===== src/rtl/fdec_pkg.sv =====
package fdec_pkg;
  localparam int KEY_MAX = 8;
  localparam int KLEN_W  = 4;

  // Mask keeping the first len bits of a left-aligned key.
  function automatic logic [KEY_MAX-1:0] key_mask(input logic [KLEN_W-1:0] len);
    key_mask = ~({KEY_MAX{1'b1}} >> len);
  endfunction
endpackage


===== src/rtl/fdec_match.sv =====
module fdec_match
  import fdec_pkg::*;
#(
  parameter int ENTRIES = 4,
  parameter logic [ENTRIES*KEY_MAX-1:0] KEYS  = '0,
  parameter logic [ENTRIES*KLEN_W-1:0]  KLENS = '0
) (
  input  logic [KEY_MAX-1:0] pat_i,
  output logic [ENTRIES-1:0] hit_o
);
  for (genvar e = 0; e < ENTRIES; e++) begin : g_ent
    localparam logic [KEY_MAX-1:0] KEY  = KEYS[e*KEY_MAX +: KEY_MAX];
    localparam logic [KLEN_W-1:0]  LEN  = KLENS[e*KLEN_W +: KLEN_W];
    localparam logic [KEY_MAX-1:0] MASK = key_mask(LEN);
    assign hit_o[e] = ((pat_i ^ KEY) & MASK) == '0;
  end
endmodule


===== src/rtl/fdec_pick.sv =====
module fdec_pick
  import fdec_pkg::*;
#(
  parameter int ENTRIES = 4,
  parameter int FIELD_W = 16,
  parameter logic [ENTRIES*KLEN_W-1:0]  KLENS = '0,
  parameter logic [ENTRIES*FIELD_W-1:0] SYMS  = '0
) (
  input  logic [ENTRIES-1:0] hit_i,
  output logic [FIELD_W-1:0] sym_o,
  output logic [KLEN_W-1:0]  klen_o,
  output logic               any_o
);
  always_comb begin
    sym_o  = '0;
    klen_o = '0;
    any_o  = 1'b0;
    for (int e = 0; e < ENTRIES; e++) begin
      if (hit_i[e]) begin
        sym_o  = sym_o  | SYMS[e*FIELD_W +: FIELD_W];
        klen_o = klen_o | KLENS[e*KLEN_W +: KLEN_W];
        any_o  = 1'b1;
      end
    end
  end
endmodule


===== src/rtl/fdec_top.sv =====
module fdec_top
  import fdec_pkg::*;
#(
  parameter int FIELD_W = 16,
  parameter int WIN_W   = 24,
  parameter int ENTRIES = 4,
  parameter logic [ENTRIES*KEY_MAX-1:0] KEYS  = {8'hE5, 8'hC0, 8'h80, 8'h00},
  parameter logic [ENTRIES*KLEN_W-1:0]  KLENS = {4'd8, 4'd3, 4'd2, 4'd1},
  parameter logic [ENTRIES*FIELD_W-1:0] SYMS  = {16'h1234, 16'hE000, 16'h4000, 16'h0000}
) (
  input  logic                         clk,
  input  logic                         rst_n,
  input  logic                         start_i,
  input  logic [WIN_W-1:0]             win_i,
  input  logic [$clog2(WIN_W+1)-1:0]   avail_i,
  output logic [FIELD_W-1:0]           field_o,
  output logic                         field_vld_o,
  output logic [$clog2(WIN_W+1)-1:0]   used_o,
  output logic                         err_o
);
  localparam int CNT_W = $clog2(WIN_W+1);
  localparam logic [CNT_W-1:0] RAW_LEN = CNT_W'(FIELD_W + 1);
  localparam logic [CNT_W-1:0] KEY_NEED = CNT_W'(KEY_MAX + 1);

  logic               flag;
  logic [KEY_MAX-1:0] pat;
  logic [ENTRIES-1:0] hit;
  logic [FIELD_W-1:0] sym;
  logic [KLEN_W-1:0]  klen;
  logic               any_hit;
  logic [CNT_W-1:0]   key_need;

  logic               vld_d, err_d;
  logic [FIELD_W-1:0] field_d;
  logic [CNT_W-1:0]   used_d;

  assign flag = win_i[WIN_W-1];
  assign pat  = win_i[WIN_W-2 -: KEY_MAX];

  fdec_match #(.ENTRIES(ENTRIES), .KEYS(KEYS), .KLENS(KLENS)) u_match (
    .pat_i (pat),
    .hit_o (hit)
  );

  fdec_pick #(.ENTRIES(ENTRIES), .FIELD_W(FIELD_W), .KLENS(KLENS), .SYMS(SYMS)) u_pick (
    .hit_i  (hit),
    .sym_o  (sym),
    .klen_o (klen),
    .any_o  (any_hit)
  );

  assign key_need = CNT_W'(klen) + CNT_W'(1);

  // Next-state logic
  always_comb begin
    vld_d   = 1'b0;
    err_d   = 1'b0;
    used_d  = '0;
    field_d = sym;
    if (start_i) begin
      if (flag) begin
        field_d = win_i[WIN_W-2 -: FIELD_W];
        if (avail_i >= RAW_LEN) begin
          vld_d  = 1'b1;
          used_d = RAW_LEN;
        end
      end else if (any_hit) begin
        if (avail_i >= key_need) begin
          vld_d  = 1'b1;
          used_d = key_need;
        end
      end else if (avail_i >= KEY_NEED) begin
        err_d = 1'b1;
      end
    end
  end

  // Registers
  always_ff @(posedge clk or negedge rst_n) begin
    if (!rst_n) begin
      field_vld_o <= 1'b0;
      err_o       <= 1'b0;
      used_o      <= '0;
    end else begin
      field_vld_o <= vld_d;
      err_o       <= err_d;
      used_o      <= used_d;
    end
  end

  always_ff @(posedge clk or negedge rst_n) begin
    if (!rst_n) begin
      field_o <= '0;
    end else if (vld_d) begin
      field_o <= field_d;
    end
  end

  // Assertions
  // a prefix-free dictionary never matches two keys at once
  a_r2_single_hit: assert property (@(posedge clk) disable iff (!rst_n)
    $onehot0(hit));
  // error and valid never together
  a_r4_err_excl: assert property (@(posedge clk) disable iff (!rst_n)
    !(err_o && field_vld_o));
  // nothing consumed without a valid field
  a_r3_no_use_idle: assert property (@(posedge clk) disable iff (!rst_n)
    !field_vld_o |-> used_o == '0);
  // consumed bits never exceed what was buffered on the prior cycle
  a_r6_used_le_avail: assert property (@(posedge clk) disable iff (!rst_n)
    field_vld_o |-> used_o <= $past(avail_i));
  // no output without a start on the prior cycle
  a_r5_no_start: assert property (@(posedge clk) disable iff (!rst_n)
    !start_i |=> (!field_vld_o && !err_o));
  // raw field passes through unchanged with full length
  a_r1_raw_pass: assert property (@(posedge clk) disable iff (!rst_n)
    (start_i && flag && avail_i >= RAW_LEN) |=>
      (field_vld_o && used_o == RAW_LEN && field_o == $past(win_i[WIN_W-2 -: FIELD_W])));
  // field holds while not valid
  a_r5_hold: assert property (@(posedge clk) disable iff (!rst_n)
    !field_vld_o |-> $stable(field_o));
endmodule


===== config.mk =====
export PLATFORM = sky130hd
export DESIGN_NAME = fdec_top
export DESIGN_NICKNAME = d
export VERILOG_FILES = /design/src/rtl/fdec_pkg.sv /design/src/rtl/fdec_match.sv /design/src/rtl/fdec_pick.sv /design/src/rtl/fdec_top.sv
export SDC_FILE = /design/constraint.sdc
export NUM_CORES = 1
export LEC_CHECK = 0
export ABC_AREA = 1
export BUFFER_PORTS_ARGS = -buffer_cell sky130_fd_sc_hd__buf_2
export CORE_ASPECT_RATIO = 1.2
export CORE_MARGIN = 8
export CORE_UTILIZATION = 47
export CTS_CLUSTER_SIZE = 25
export DETAILED_ROUTE_END_ITERATION = 10
export PLACE_DENSITY = 0.75
export SYNTH_ARGS = -nofsm -noshare
export SYNTH_HDL_FRONTEND = slang
export SYNTH_SLANG_ARGS = --single-unit

===== constraint.sdc =====
create_clock -name clk -period 0.9 [get_ports clk]
set_clock_uncertainty 0.15 [all_clocks]
set_input_delay 0.18 -clock clk [delete_from_list [all_inputs] [get_ports clk]]
set_output_delay 0.18 -clock clk [all_outputs]
set_load 0.02 [all_outputs]

==> results.py <==
metrics = {
    "sta": {
        "hold_violations": 0,
        "fin_crit_sh": 2.24,
        "fmax_mhz": 495,
        "tns_ns": -28.97,
        "setup_violations": 46,
        "rsz0062_at_grt": "true",
        "worst_slack_ns": -1.12,
        "fin_crit_ns": 2.02,
        "finalMaxSlewViolations": 0,
        "worst_slew_pin_slew_ns": 0.396,
        "slew_headroom": 0.735,
    },
    "setup_path": {
        "crit_arrival_ns": 2.09,
        "crit_family": "simple AND/OR/NAND/NOR gates",
        "crit_path_start": "win_i[21]",
        "cpMaxStageDelayCell": "ha_1",
        "crit_buf_inv": 4,
        "max_stage_delay_ns": 0.29,
        "cp_cell_sequence": "buf_8 -> nand2_1 -> nand2_1 -> inv_1 -> ha_4 -> inv_1 -> ha_1 -> nand2_1 -> nor2_1 -> nor2_1 -> nand2_2 -> nand3_4 -> buf_4 -> nand2_8 -> nand2_1 -> nand2_1",
        "path_common_cell": "nand2_1",
        "r2r_start": "field_o[11]$_DFFE_PN0P_",
        "critPathMaxFanout": 9,
        "crit_path_end_kind": "flop",
        "crit_required_ns": 0.97,
        "crit_cells": 16,
        "ff2ff_path_depth": 4,
        "worstSetupPathType": "input pin to flop",
        "cp-start-kind": "input pin",
    },
    "logic_synthesis": {
        "synth.area.top_cells": "dfrtp_1, nand2_1, inv_1",
        "synth-seq-cells": 23,
        "syn_area_per_cell_um2": 8.06,
        "synth-simple-area-share": 0.378,
        "ys_seq_area_frac": 0.430,
        "synth_top_family_by_area": "simple AND/OR/NAND/NOR gates",
        "synth_compound_area_frac": 0.0355,
        "synthAdderAreaFrac": 0.0467,
        "synth_area_leader_cell": "dfrtp_1",
        "yosysWarnings": 0,
        "yosysTopAreaCellShare": 0.430,
        "muxShareOfSynthArea": 0,
        "syn_inst": 166,
        "synth_xor_area_frac": 0,
        "synthesis.nets": 203,
        "yosys.cell_types.count": 27,
        "syn_area_um2": 1340,
    },
    "route": {
        "drcViolationCount": 0,
        "vias": 1689,
        "drt_first_iter_violations": 210,
        "wirelength_um": 6300,
        "drt-vias-per-instance": 5.57,
        "avgRoutedWirePerCell_um": 20.8,
        "drtPass1Iterations": 4,
        "postRouteAntennaNets": 0,
    },
    "clocking": {
        "cts_tree": "done",
        "clock-root-buffer": "clkbuf_4",
        "clockBufferDepth": 2,
        "htree_levels": 1,
        "clk_pin_slew_ns": 0.14,
        "cts_hold_buf": 1,
        "clock_latency_ns": 0.32,
        "cts_made_buffers": 3,
        "clock_sinks": 23,
    },
    "placement": {
        "numPortBuffers": 47,
        "gp_congestion": 0.812,
        "placed_cell_area_um2": 1750,
        "pre_cts_ws_ns": -1.23,
        "dp_hpwl_um": 2540,
    },
    "finish": {
        "drive_above_1_share": 0.572,
        "nets": 307,
        "fin_area_um2": 2540,
        "area_growth_pct": 89.4,
        "diodes": 0,
        "n_fill_cell": 102,
    },
    "power": {
        "p_switching_mw": 1.11,
        "vdd_drop_max_mv": 0.936,
        "power_frac_comb": 0.447,
        "pwr-share-seq": 0.388,
        "swShare": 0.355,
        "pwr_density_cell_nw_per_um2": 1230,
        "power.internal_mw": 2.02,
        "power_leakage_nw": 1.38,
        "pwr-share-clk": 0.165,
    },
    "floorplan": {
        "rows": 21,
        "core_um2": 2760,
        "die-area_um2": 4820,
        "start_util": 0.485,
        "io_pins": 55,
        "die_w_um": 64.7,
        "die_h_um": 74.5,
    },
    "global_route": {
        "grt_usage": 0.194,
        "grt_overflow_total": 0,
        "antenna_found_initial": 0,
        "grt_first_pass_wirelength_um": 7310,
        "first_global_vias": 1566,
        "grt_max_degree": 24,
    },
    "worst_hold_path": {
        "hold_path.class": "input pin to flop",
        "hp-start": "win_i[10]",
        "worstHoldPathCells": 5,
    },
    "run": {
        "maxCapViolCount": 0,
    },
    "outcome": {
        "outcome": "complete, but fails checks",
        "violations": "negative setup slack",
    },
}
final timing paths:
| check | endpoint | slack, ns |
|---|---|---|
| min reg2reg | field_o[1]$_DFFE_PN0P_ | 0.51 |
| min | field_o[3]$_DFFE_PN0P_ | 0.03 |
| max reg2reg | field_o[11]$_DFFE_PN0P_ | -0.22 |
| max | field_o[4]$_DFFE_PN0P_ | -1.12 |
| min in group asynchronous | field_o[3]$_DFFE_PN0P_ | 0.15 |
| max in group asynchronous | field_o[12]$_DFFE_PN0P_ | 0.30 |
per-layer routing:
layer  global-route usage  share of wire  vias to the layer above  wire length [um]
met2                0.360           0.53                      104              3320
met5                    0              0                        -                 0
met4               0.0922          0.059                        0               374
met3               0.0256          0.063                       43               394
met1                0.214           0.35                      816              2210
li1                     -              -                      726                 -
synth_stat cells:
master	number
a21oi_1	3
nand2_2	2
inv_1	22
o21ai_1	1
nand3_4	1
nand2_1	55
a21oi_4	1
buf_4	1
clkbuf_1	1
nor2_2	4
inv_2	2
nor2_1	14
nand3_2	7
nand4_1	2
nand3_1	11
buf_12	1
nand2_4	2
buf_8	1
buf_6	1
ha_1	5
nor3b_1	1
nor2_4	1
o22ai_1	1
dfrtp_1	23
o21ai_0	1
nor3_1	1
nand3b_1	1
cell families (layout without fill, tap and decap cells):
logic type | after synthesis | after routing
fa+ha+maj | 5 | 5
compound gates | 7 | 7
buf+inv | 29 | 131
flops | 23 | 23
simple gates | 102 | 103
power by group through the flow:
stage / Clock, mW / Combinational (mW) / Sequential, mW
finish: 0.517 / 1.40 / 1.21
global route: 0.571 / 1.48 / 1.22
CTS: 0.482 / 1.11 / 1.20
detailed placement: 0 / 0.743 / 1.21
global placement: 0 / 0.728 / 1.21
floorplan: 0 / 0.307 / 1.33
through the flow:
stage / power, mW / hold WS (ns) / util / instances
6_report: 3.13 / 0.0345 / 0.919 / 303
5_1_grt: 3.26 / 0.0381 / 0.919 / 303
3_3_place_gp: 1.94 / -0.0259 / 0.635 / 262
4_1_cts: 2.79 / -0.00204 / 0.825 / 287
2_1_floorplan: 1.64 / -0.266 / - / 166
3_5_place_dp: 1.95 / -0.0224 / 0.635 / 262
final cells by class:
| cell class | instances | area [um2] | share of cell area |
|---|---|---|---|
| Clock buffer | 3 | 22.5 | 0.00888 |
| Clock inverter | 1 | 5.00 | 0.00197 |
| Inverter | 24 | 100 | 0.0395 |
| Multi-Input combinational cell | 115 | 803 | 0.317 |
| Sequential cell | 23 | 576 | 0.227 |
| Tap cell | 34 | 42.5 | 0.0168 |
| Timing Repair Buffer | 103 | 987 | 0.389 |
cell usage in the layout, fill, tap and decap left out, types with 2 or more instances in the layout:
| cell | synthesis | layout |
|---|---|---|
| buf_4 | 1 | 43 |
| inv_2 | 2 | 7 |
| nand4_1 | 2 | 2 |
| nand3_4 | 1 | 4 |
| nand3_2 | 7 | 10 |
| buf_16 | 0 | 3 |
| nand2_1 | 55 | 50 |
| buf_6 | 1 | 29 |
| buf_12 | 1 | 4 |
| nor2_1 | 14 | 12 |
| inv_4 | 0 | 2 |
| nand2_8 | 0 | 3 |
| nand3_1 | 11 | 5 |
| clkbuf_4 | 0 | 3 |
| buf_8 | 1 | 3 |
| buf_2 | 0 | 19 |
| a21oi_1 | 3 | 2 |
| nand2_2 | 2 | 6 |
| ha_4 | 0 | 2 |
| dfrtp_1 | 23 | 23 |
| a21oi_4 | 1 | 2 |
| inv_1 | 22 | 14 |
| ha_1 | 5 | 3 |
| nor2_4 | 1 | 6 |
worst reg2reg max path: stages, from the launching register on:
cell	delay [ns]
dfrtp_1	0.42
buf_4	0.14
buf_4	0.12
nand3_1	0.09
nand2_1	0.09
registers in the layout, summed over array words and instances (netlist names):
| register | flops |
|---|---|
| field_o | 16 |
| used_o | 5 |
| err_o | 1 |
| field_vld_o | 1 |
repair_timing:
| action | 4_1_cts | 5_1_grt |
|---|---|---|
| gates cloned | 4 | 2 |
| endpoints found under the setup margin | 45 | 46 |
| hold endpoints to repair | 25 | 1 |
| buffers inserted | 16 | 15 |
| pin swaps | 17 | 15 |
| resized for setup | 75 | 31 |
Power figures use the tool's default switching activity.
